`config.mk`:
```
export PLATFORM = sky130hd
export DESIGN_NAME = iota_rc_gen
export DESIGN_NICKNAME = d
export VERILOG_FILES = /design/src/rtl/iota_rc_pkg.sv /design/src/rtl/iota_rc_lfsr.sv /design/src/rtl/iota_rc_spread.sv /design/src/rtl/iota_rc_seq.sv /design/src/rtl/iota_rc_gen.sv
export SDC_FILE = /design/constraint.sdc
export NUM_CORES = 1
export LEC_CHECK = 0
export ABC_AREA = 0
export BUFFER_PORTS_ARGS = -buffer_cell sky130_fd_sc_hd__buf_2
export CORE_AREA = 2 2 75 77
export CTS_CLUSTER_SIZE = 24
export DETAILED_ROUTE_END_ITERATION = 6
export DIE_AREA = 0 0 77 79
export PLACE_DENSITY = 0.64
export RECOVER_POWER = 100
export SLEW_MARGIN = 10
export SYNTH_ARGS = -nofsm -noshare
export SYNTH_HDL_FRONTEND = slang
export SYNTH_SLANG_ARGS = --single-unit
export TNS_END_PERCENT = 10
```
`constraint.sdc`:
```
create_clock -name clk -period 1.97 [get_ports clk]
set_input_delay 0.591 -clock clk [delete_from_list [all_inputs] [get_ports clk]]
set_output_delay 0.591 -clock clk [all_outputs]
set_load 0.02 [all_outputs]
```
`src/rtl/iota_rc_pkg.sv`:
```
package iota_rc_pkg;
   typedef enum logic [1:0] {
      SEQ_IDLE = 2'd0,
      SEQ_FILL = 2'd1,
      SEQ_SHOW = 2'd2
   } seq_state_e;

   function automatic int unsigned spread_pos(input int unsigned j);
      return (32'd1 << j) - 32'd1;
   endfunction
endpackage

```
`src/rtl/iota_rc_lfsr.sv`:
```
module iota_rc_lfsr #(
   parameter int unsigned         SR_W  = 8,
   parameter logic [SR_W-1:0]     TAPS  = 8'h71,
   parameter logic [SR_W-1:0]     SEED  = 8'h01
) (
   input  logic            clk,
   input  logic            rst_n,
   input  logic            load_i,
   input  logic            step_i,
   output logic            bit_o
);
   logic [SR_W-1:0] sr_q;
   logic [SR_W-1:0] sr_next;

   generate
      if (SR_W < 2) begin : g_bad_w
         $error("iota_rc_lfsr: SR_W must be at least 2");
      end
      if (SEED == '0) begin : g_bad_seed
         $error("iota_rc_lfsr: SEED must be nonzero");
      end
   endgenerate

   always_comb begin
      sr_next = {sr_q[SR_W-2:0], 1'b0};
      if (sr_q[SR_W-1]) sr_next = sr_next ^ TAPS;
   end

   always_ff @(posedge clk or negedge rst_n) begin
      if (!rst_n)       sr_q <= SEED;
      else if (load_i)  sr_q <= SEED;
      else if (step_i)  sr_q <= sr_next;
   end

   assign bit_o = sr_q[0];

   // the register never falls into the all-zero lockup state
   a_r2_never_zero: assert property (@(posedge clk) disable iff (!rst_n)
      sr_q != '0);

   // a load always leaves the seed behind
   a_r7_seed_after_load: assert property (@(posedge clk) disable iff (!rst_n)
      load_i |=> sr_q == SEED);
endmodule

```
`src/rtl/iota_rc_spread.sv`:
```
module iota_rc_spread #(
   parameter int unsigned LANE_W = 64,
   parameter int unsigned NBITS  = 7,
   localparam int unsigned IDX_W = (NBITS > 1) ? $clog2(NBITS) : 1
) (
   input  logic              clk,
   input  logic              rst_n,
   input  logic              wr_i,
   input  logic [IDX_W-1:0]  idx_i,
   input  logic              bit_i,
   output logic [LANE_W-1:0] lane_o
);
   import iota_rc_pkg::*;

   logic [NBITS-1:0] pat_q;

   generate
      if (LANE_W != (1 << (NBITS - 1))) begin : g_bad_cfg
         $error("iota_rc_spread: LANE_W must equal 2**(NBITS-1)");
      end
      for (genvar j = 0; j < NBITS; j++) begin : g_pat
         always_ff @(posedge clk or negedge rst_n) begin
            if (!rst_n)                              pat_q[j] <= 1'b0;
            else if (wr_i && idx_i == IDX_W'(j))     pat_q[j] <= bit_i;
         end
      end
   endgenerate

   always_comb begin
      lane_o = '0;
      for (int unsigned j = 0; j < NBITS; j++) begin
         lane_o[spread_pos(j)] = pat_q[j];
      end
   end

   // no more set bits than pattern bits
   a_r2_sparse: assert property (@(posedge clk) disable iff (!rst_n)
      $countones(lane_o) <= NBITS);
endmodule

```
`src/rtl/iota_rc_seq.sv`:
```
module iota_rc_seq #(
   parameter int unsigned ROUNDS = 24,
   parameter int unsigned NBITS  = 7,
   localparam int unsigned IDX_W = (NBITS > 1) ? $clog2(NBITS) : 1,
   localparam int unsigned RND_W = (ROUNDS > 1) ? $clog2(ROUNDS) : 1
) (
   input  logic             clk,
   input  logic             rst_n,
   input  logic             start_i,
   input  logic             ack_i,
   output logic             load_o,
   output logic             step_o,
   output logic [IDX_W-1:0] idx_o,
   output logic [RND_W-1:0] rnd_o,
   output logic             valid_o
);
   import iota_rc_pkg::*;

   localparam logic [IDX_W-1:0] LAST_IDX = IDX_W'(NBITS - 1);
   localparam logic [RND_W-1:0] LAST_RND = RND_W'(ROUNDS - 1);

   seq_state_e       st_q;
   logic [IDX_W-1:0] idx_q;
   logic [RND_W-1:0] rnd_q;

   generate
      if (ROUNDS < 1) begin : g_bad_rounds
         $error("iota_rc_seq: ROUNDS must be positive");
      end
   endgenerate

   always_ff @(posedge clk or negedge rst_n) begin
      if (!rst_n) begin
         st_q  <= SEQ_IDLE;
         idx_q <= '0;
         rnd_q <= '0;
      end else if (start_i) begin
         st_q  <= SEQ_FILL;
         idx_q <= '0;
         rnd_q <= '0;
      end else begin
         unique case (st_q)
            SEQ_FILL: begin
               if (idx_q == LAST_IDX) st_q  <= SEQ_SHOW;
               else                   idx_q <= idx_q + 1'b1;
            end
            SEQ_SHOW: begin
               if (ack_i) begin
                  if (rnd_q == LAST_RND) begin
                     st_q <= SEQ_IDLE;
                  end else begin
                     st_q  <= SEQ_FILL;
                     idx_q <= '0;
                     rnd_q <= rnd_q + 1'b1;
                  end
               end
            end
            default: ;
         endcase
      end
   end

   assign load_o  = start_i;
   assign step_o  = (st_q == SEQ_FILL) && !start_i;
   assign idx_o   = idx_q;
   assign rnd_o   = rnd_q;
   assign valid_o = (st_q == SEQ_SHOW);

   // a constant is only shown once the final pattern slot was filled
   a_r3_full_before_show: assert property (@(posedge clk) disable iff (!rst_n)
      valid_o |-> idx_q == LAST_IDX);

   // acknowledgement of a non-final round moves to the next index
   a_r5_advance: assert property (@(posedge clk) disable iff (!rst_n)
      (valid_o && ack_i && !start_i && rnd_q != LAST_RND)
      |=> (!valid_o && rnd_q == RND_W'($past(rnd_q) + 1'b1)));

   // the round index stays in range
   a_r6_round_bound: assert property (@(posedge clk) disable iff (!rst_n)
      rnd_q <= LAST_RND);

   // start wins over everything
   a_r7_restart: assert property (@(posedge clk) disable iff (!rst_n)
      start_i |=> (!valid_o && rnd_q == '0 && idx_q == '0));

   // acknowledgement with nothing shown changes no round
   a_r8_ack_idle: assert property (@(posedge clk) disable iff (!rst_n)
      (!valid_o && !start_i) |=> $stable(rnd_q));
endmodule

```
`src/rtl/iota_rc_gen.sv`:
```
module iota_rc_gen #(
   parameter int unsigned      LANE_W = 64,
   parameter int unsigned      ROUNDS = 24,
   parameter int unsigned      SR_W   = 8,
   parameter logic [SR_W-1:0]  TAPS   = 8'h71,
   localparam int unsigned     NBITS  = $clog2(LANE_W) + 1,
   localparam int unsigned     IDX_W  = (NBITS > 1) ? $clog2(NBITS) : 1,
   localparam int unsigned     RND_W  = (ROUNDS > 1) ? $clog2(ROUNDS) : 1
) (
   input  logic              clk,
   input  logic              rst_n,
   input  logic              start_i,
   input  logic              ack_i,
   output logic [RND_W-1:0]  rnd_o,
   output logic [LANE_W-1:0] rc_o,
   output logic              rc_valid_o
);
   logic             load_w;
   logic             step_w;
   logic [IDX_W-1:0] idx_w;
   logic             bit_w;
   logic [LANE_W-1:0] lane_w;
   logic             valid_w;

   generate
      if ((LANE_W & (LANE_W - 1)) != 0 || LANE_W < 2) begin : g_bad_lane
         $error("iota_rc_gen: LANE_W must be a power of two");
      end
   endgenerate

   iota_rc_seq #(.ROUNDS(ROUNDS), .NBITS(NBITS)) u_seq (
      .clk(clk), .rst_n(rst_n), .start_i(start_i), .ack_i(ack_i),
      .load_o(load_w), .step_o(step_w), .idx_o(idx_w),
      .rnd_o(rnd_o), .valid_o(valid_w)
   );

   iota_rc_lfsr #(.SR_W(SR_W), .TAPS(TAPS), .SEED(SR_W'(1))) u_lfsr (
      .clk(clk), .rst_n(rst_n), .load_i(load_w), .step_i(step_w),
      .bit_o(bit_w)
   );

   iota_rc_spread #(.LANE_W(LANE_W), .NBITS(NBITS)) u_spread (
      .clk(clk), .rst_n(rst_n), .wr_i(step_w), .idx_i(idx_w),
      .bit_i(bit_w), .lane_o(lane_w)
   );

   assign rc_valid_o = valid_w;
   assign rc_o       = valid_w ? lane_w : '0;

   // a shown constant is held until taken
   a_r4_hold: assert property (@(posedge clk) disable iff (!rst_n)
      (rc_valid_o && !ack_i && !start_i)
      |=> (rc_valid_o && $stable(rc_o) && $stable(rnd_o)));

   // output is clean whenever nothing is shown
   a_r9_quiet: assert property (@(posedge clk) disable iff (!rst_n)
      (!rc_valid_o) |-> $countones(rc_o) == 0);
endmodule

```
==> results of run 1 <==
kinds of logic after synthesis:
logic type               count (synthesis)
buffers and inverters                   73
AND/OR/NAND/NOR                         51
AO/OA/AOI/OAI                           28
flip-flops                              25
multiplexers                             7
adder cells (fa/ha/maj)                  6
XOR/XNOR                                 3
other                                    1
layout make-up:
type	instances	area (um^2)	area share [%]
Inverter	5	18.8	1.08
Multi-Input combinational cell	152	832	47.9
Clock inverter	1	7.51	0.432
Tap cell	72	90.1	5.18
Sequential cell	25	628	36.1
Timing Repair Buffer	24	120	6.91
Clock buffer	3	41.3	2.38
registers in the layout, summed over array words and instances, names as in the netlist:
signal and count:
u_seq.idx_o 3, u_spread.lane_o 7, u_seq.st_q 2, u_seq.rnd_o 5, u_lfsr.sr_q 8
final timing paths:
kind                                  endpoint  slack (ps)  cells after the start
max in group asynchronous        u_seq.st_q[0]         530                      1
min in group asynchronous        u_seq.st_q[1]         580                      1
max reg2reg                     u_seq.rnd_o[3]         250                      4
min                        u_spread.lane_o[15]         500                      1
max                                   rc_o[15]         100                      4
min reg2reg                u_spread.lane_o[15]         500                      1
worst max-delay path, stage by stage (launching register included):
cell and delay [ps]:
dfrtp_2 440, nor2b_1 110, buf_4 160, and2_1 130, clkbuf_2 160
timing repair:
item / 4_1_cts / 5_1_grt
buffers inserted: 0 / 3
resized for setup: 0 / 1
endpoints found under the setup margin: 0 / 7
per-layer routing:
layer / global-route usage, % / vias up / part of all wire, %
met5: 0 / - / 0
met4: 3.75 / 0 / 1.3
met3: 1.93 / 4 / 5.3
met2: 15.4 / 36 / 47
met1: 12.5 / 526 / 46
li1: - / 565 / -
Yosys cell counts (2+ instances only):
cell	number	area share, %
nor2b_1	2	0.70
nand2b_1	2	0.70
o21ai_0	7	2.0
buf_4	59	25
mux2_2	7	4.4
ha_1	6	4.2
inv_1	5	1.1
o211ai_1	2	0.84
dfrtp_1	24	34
and2_1	8	2.8
a211oi_1	3	1.3
or3_1	2	0.70
xnor2_1	3	1.5
buf_6	2	1.3
nand2_1	17	3.6
clkbuf_1	5	1.1
a31oi_1	3	1.1
a21oi_1	10	2.8
nand3_1	8	2.2
nor2_1	4	0.84
per-stage QoR:
| stage | util (%) | power [mW] |
|---|---|---|
| 5_1_grt | 32.6 | 1.39 |
| 2_1_floorplan | - | 1.04 |
| 4_1_cts | 32.7 | 1.32 |
| 3_5_place_dp | 31.8 | 1.01 |
| 3_3_place_gp | 31.8 | 1.00 |
| 6_report | 32.6 | 1.30 |
power groups by stage:
stage	clock (mW)	sequential (mW)	combinational [mW]
3_5_place_dp	0	0.692	0.318
2_1_floorplan	0	0.659	0.379
6_report	0.312	0.678	0.313
3_3_place_gp	0	0.690	0.313
5_1_grt	0.346	0.694	0.354
4_1_cts	0.324	0.681	0.318
==> results.json, run 1 <==
{
  "synth_compound_area_share_pct": 9.42,
  "post-route-period-util_pct": 94.8,
  "place_area_mm2": 0.00170,
  "ys_types": 35,
  "synth_flop_cell": "dfrtp_1",
  "pwr-share-seq_pct": 52.0,
  "dp_slack_ps": 307,
  "detail_route.wl_per_cell_um": 9.81,
  "fin_tns_setup_ps": 0,
  "final_nets": 221,
  "clockRootBuffer": "clkbuf_8",
  "p_sw_mw": 0.431,
  "postCtsHoldBufs": 0,
  "grt-ovfl-total": 0,
  "async_flop_share_pct": 100,
  "ys_warn_count": 0,
  "p_per_area_mw_per_mm2": 750,
  "p_leak_nw": 0.820,
  "yosys.area_share.simple_pct": 15.8,
  "clock_sinks": 25,
  "min_from": "u_spread.lane_o[15]",
  "hpwl_mm": 2.03,
  "drtAntennaViolNets": 0,
  "layout_min_cycle_time_ps": 1870,
  "rsz0062_at_grt": "false",
  "syn-cell-area_mm2": 0.00178,
  "crit_start": "u_seq.st_q[0]",
  "gp_congestion": 0.731,
  "final_cell_mix": "57 x conb_1, 23 x dfrtp_1, 17 x nand2_1",
  "synth_top_family_by_area": "buffers and inverters",
  "synth-seq-area-share_pct": 35.2,
  "clk_pin_slew_ps": 90,
  "track_usage_pct": 9.50,
  "peakVddDrop_mv": 0.270,
  "clockPowerShare_pct": 24.0,
  "grt_antenna_before_repair": 0,
  "setup_viol": 0,
  "first_iter_violations": 29,
  "synth_xor_area_share_pct": 1.48,
  "port-buffer-count": 16,
  "syn_to_final_growth_pct": -2.39,
  "whs_ps": 505,
  "worstSkewPairLatency_ps": 270,
  "cts_max_level": 1,
  "crit_arrival_ps": 1280,
  "synthAdderAreaFrac_pct": 4.22,
  "syn_inst": 194,
  "fmax_mhz": 536,
  "num-fill-cells": 598,
  "pwr-share-comb_pct": 24.0,
  "status": "finished clean",
  "r2r_start": "u_seq.st_q[1]",
  "crit_path_start_kind": "flip-flop",
  "first_pass_iters": 4,
  "cts_tree": "done",
  "routed_wl_mm": 2.77,
  "drive_above_1_share_pct": 13.3,
  "final_common_cell": "conb_1",
  "hold_class": "reg -> reg",
  "synth-seq-cells": 25,
  "grt_max_degree": 26,
  "crit_required_ps": 1380,
  "cts_buffer_depth": 2,
  "die_height_um": 79,
  "initial_core_util_pct": 33.4,
  "synth_mux_area_share_pct": 4.43,
  "fin_ws_ps": 103,
  "die_x_um": 77,
  "drc": 0,
  "crit_type": "reg -> out",
  "internal_power_mw": 0.872,
  "tightest_slew_ps": 1310,
  "avgSynthCellArea_um2": 9.18,
  "relSlewSlack_pct": 12.3,
  "final_cell_count_no_fill": 282,
  "sw_frac_of_total_pct": 33.1,
  "grt_pass1_wl_mm": 4.69,
  "die_area_mm2": 0.00608,
  "stdcell_area_mm2": 0.00174,
  "vias": 1131,
  "synth-edff-count": 0,
  "fp.coreArea_mm2": 0.00534,
  "antennaDiodeCount": 0,
  "crit_path_end_kind": "output pin",
  "rows": 27,
  "dp_cells": 275,
  "grt_pass1_vias": 996,
  "hold_violations": 0,
  "drt-vias-per-instance": 4.01,
  "cts_buffers": 3,
  "critical_path.max_fanout": 9,
  "drv_slew": 0,
  "io_pins": 74,
  "skew_ps": 10.1,
  "drv_cap": 0
}
No activity file was read; power rests on OpenSTA's default activity.
==> run 2: changes to the inputs <==
==> constraint.sdc (replaced) <==
create_clock -name clk -period 1.78 [get_ports clk]
set_input_delay 0.534 -clock clk [delete_from_list [all_inputs] [get_ports clk]]
set_output_delay 0.534 -clock clk [all_outputs]
set_load 0.02 [all_outputs]
==> run 2 against run 1 <==
  * Register-to-register slack worse by 110 ps
  * Routed wire length is 2.5% higher
  * Setup slack worse by 17 ps
  * Largest cell class unchanged
  * Non-clock buffer count is 3 higher
  * Core utilization is 1.4 points higher
  * Sequential power is 11% higher
  * Sequential cell count stayed put
  * Critical endpoint is now rc_o[7]
  * Combinational power is 13% higher
==> results.json, run 2 (synthesis gave the netlist of run 1 again) <==
{
  "status": "finished clean",
  "skew_ps": 1.76,
  "fmax_mhz": 591,
  "routed_wl_mm": 2.84,
  "hold_class": "reg -> reg",
  "hpwl_mm": 2.06,
  "setup_viol": 0,
  "largest_reg_flops": 8,
  "crit_required_ps": 1250,
  "slowest_stage": "dfrtp_1",
  "grt_pass1_vias": 965,
  "drive_above_1_share_pct": 18.8,
  "clockRootBuffer": "clkbuf_8",
  "io_pins": 74,
  "cts_buffers": 3,
  "first_pass_iters": 4,
  "final_cell_mix": "57 x conb_1, 24 x dfrtp_1, 17 x nand2_1",
  "min_from": "u_spread.lane_o[31]",
  "grt_antenna_before_repair": 0,
  "vias": 1166,
  "die_area_mm2": 0.00608,
  "p_leak_nw": 0.886,
  "crit_path_start_kind": "flip-flop",
  "syn_to_final_growth_pct": 1.90,
  "die_height_um": 79,
  "crit_chain": "nor2b_4, and2_1, buf_6",
  "post-route-period-util_pct": 95.1,
  "detail_route.wl_per_cell_um": 9.95,
  "cts_max_level": 1,
  "clk_pin_slew_ps": 80,
  "cts_buffer_depth": 2,
  "drc": 0,
  "port-buffer-count": 16,
  "grt-ovfl-total": 0,
  "fin_ws_ps": 86.6,
  "drt-vias-per-instance": 4.09,
  "path_buf_inv": 1,
  "clock_sinks": 25,
  "rows": 27,
  "p_per_area_mw_per_mm2": 791,
  "final_common_cell": "conb_1",
  "cp_slowest_stage_delay_ps": 420,
  "cts_tree": "done",
  "layout_min_cycle_time_ps": 1690,
  "critPathTopFamily": "flip-flops",
  "first_iter_violations": 29,
  "final_nets": 224,
  "drv_cap": 0,
  "drv_slew": 0,
  "grt_max_degree": 26,
  "crit_type": "reg -> out",
  "hold_violations": 0,
  "whs_ps": 501,
  "gp_congestion": 0.778,
  "crit_start": "u_seq.st_q[0]",
  "r2r_start": "u_seq.st_q[0]",
  "initial_core_util_pct": 33.4,
  "fin_tns_setup_ps": 0,
  "critical_path.max_fanout": 9,
  "grt_pass1_wl_mm": 4.60,
  "crit_arrival_ps": 1160,
  "peakVddDrop_mv": 0.309,
  "track_usage_pct": 9.37,
  "die_x_um": 77,
  "largest-register": "u_lfsr.sr_q",
  "relSlewSlack_pct": 12.0,
  "dp_slack_ps": 151,
  "drtAntennaViolNets": 0,
  "fp.coreArea_mm2": 0.00534,
  "crit_path_end_kind": "output pin",
  "fin_util_pct": 34.0,
  "tightest_slew_ps": 1320,
  "worstSkewPairLatency_ps": 260,
  "antennaDiodeCount": 0
}
[run 2: changes by cell type in the layout (fill, tap and decap cells not counted), moves of 2 or more]
| cell | previous run | this run |
|---|---|---|
| buf_4 | 5 | 15 |
| clkbuf_1 | 10 | 3 |
| buf_6 | 0 | 2 |
| buf_2 | 3 | 8 |
| clkbuf_2 | 6 | 0 |
[run 2: final timing paths]
path / to / slack (ps) / cells past startpoint
max: rc_o[7] / 90 / 3
min: u_spread.lane_o[31] / 500 / 1
max reg2reg: u_seq.idx_o[0] / 140 / 9
min reg2reg: u_spread.lane_o[31] / 500 / 1
max in group asynchronous: u_seq.rnd_o[4] / 460 / 1
min in group asynchronous: u_spread.lane_o[3] / 540 / 1
[run 2: through the flow]
stage / total power [mW] / cells / cell area (um^2)
2_1_floorplan: 1.15 / 250 / 1990
6_report: 1.44 / 285 / 1810
5_1_grt: 1.55 / 285 / 1810
3_5_place_dp: 1.12 / 277 / 1710
4_1_cts: 1.45 / 286 / 1820
3_3_place_gp: 1.11 / 277 / 1710
[run 2: what timing repair did]
action                                 CTS  global route
pin swaps                                0             0
hold buffers                             0             0
endpoints found under the hold margin    0             0
gates resized for setup                  8             3
buffers inserted                         5             0
gates cloned                             0             0
setup endpoints to repair                7             7
[run 2: worst reg2reg max path: stages, from the launching register on]
cell      delay (ps)
dfrtp_1          420
nor2b_4          190
buf_4            140
buf_4            100
buf_4            100
buf_4             90
buf_4             90
buf_4            110
nand2_1           50
a311oi_1         260
[run 2: final cells by class]
type,count,area (um^2)
repair buffers,27,183
fillers,586,3520
inverters,5,18.8
clock buffers,4,45.0
well taps,72,90.1
multi-input cells,152,851
flip-flops and latches,25,627
[run 2: layer usage]
layer	GRT usage, %	up-vias	share of wire [%]
met1	13.6	540	47
met4	2.68	0	1.2
li1	-	574	-
met5	0	-	0
met3	1.59	4	6.2
met2	14.3	48	45
[run 2: where the power goes]
group | total, mW | leakage (nW) | switching [mW] | internal [mW]
registers | 0.752 | 0.325 | 0.0727 | 0.680
clock network | 0.329 | 0.0228 | 0.169 | 0.160
logic | 0.354 | 0.539 | 0.223 | 0.131
total | 1.44 | 0.886 | 0.465 | 0.970
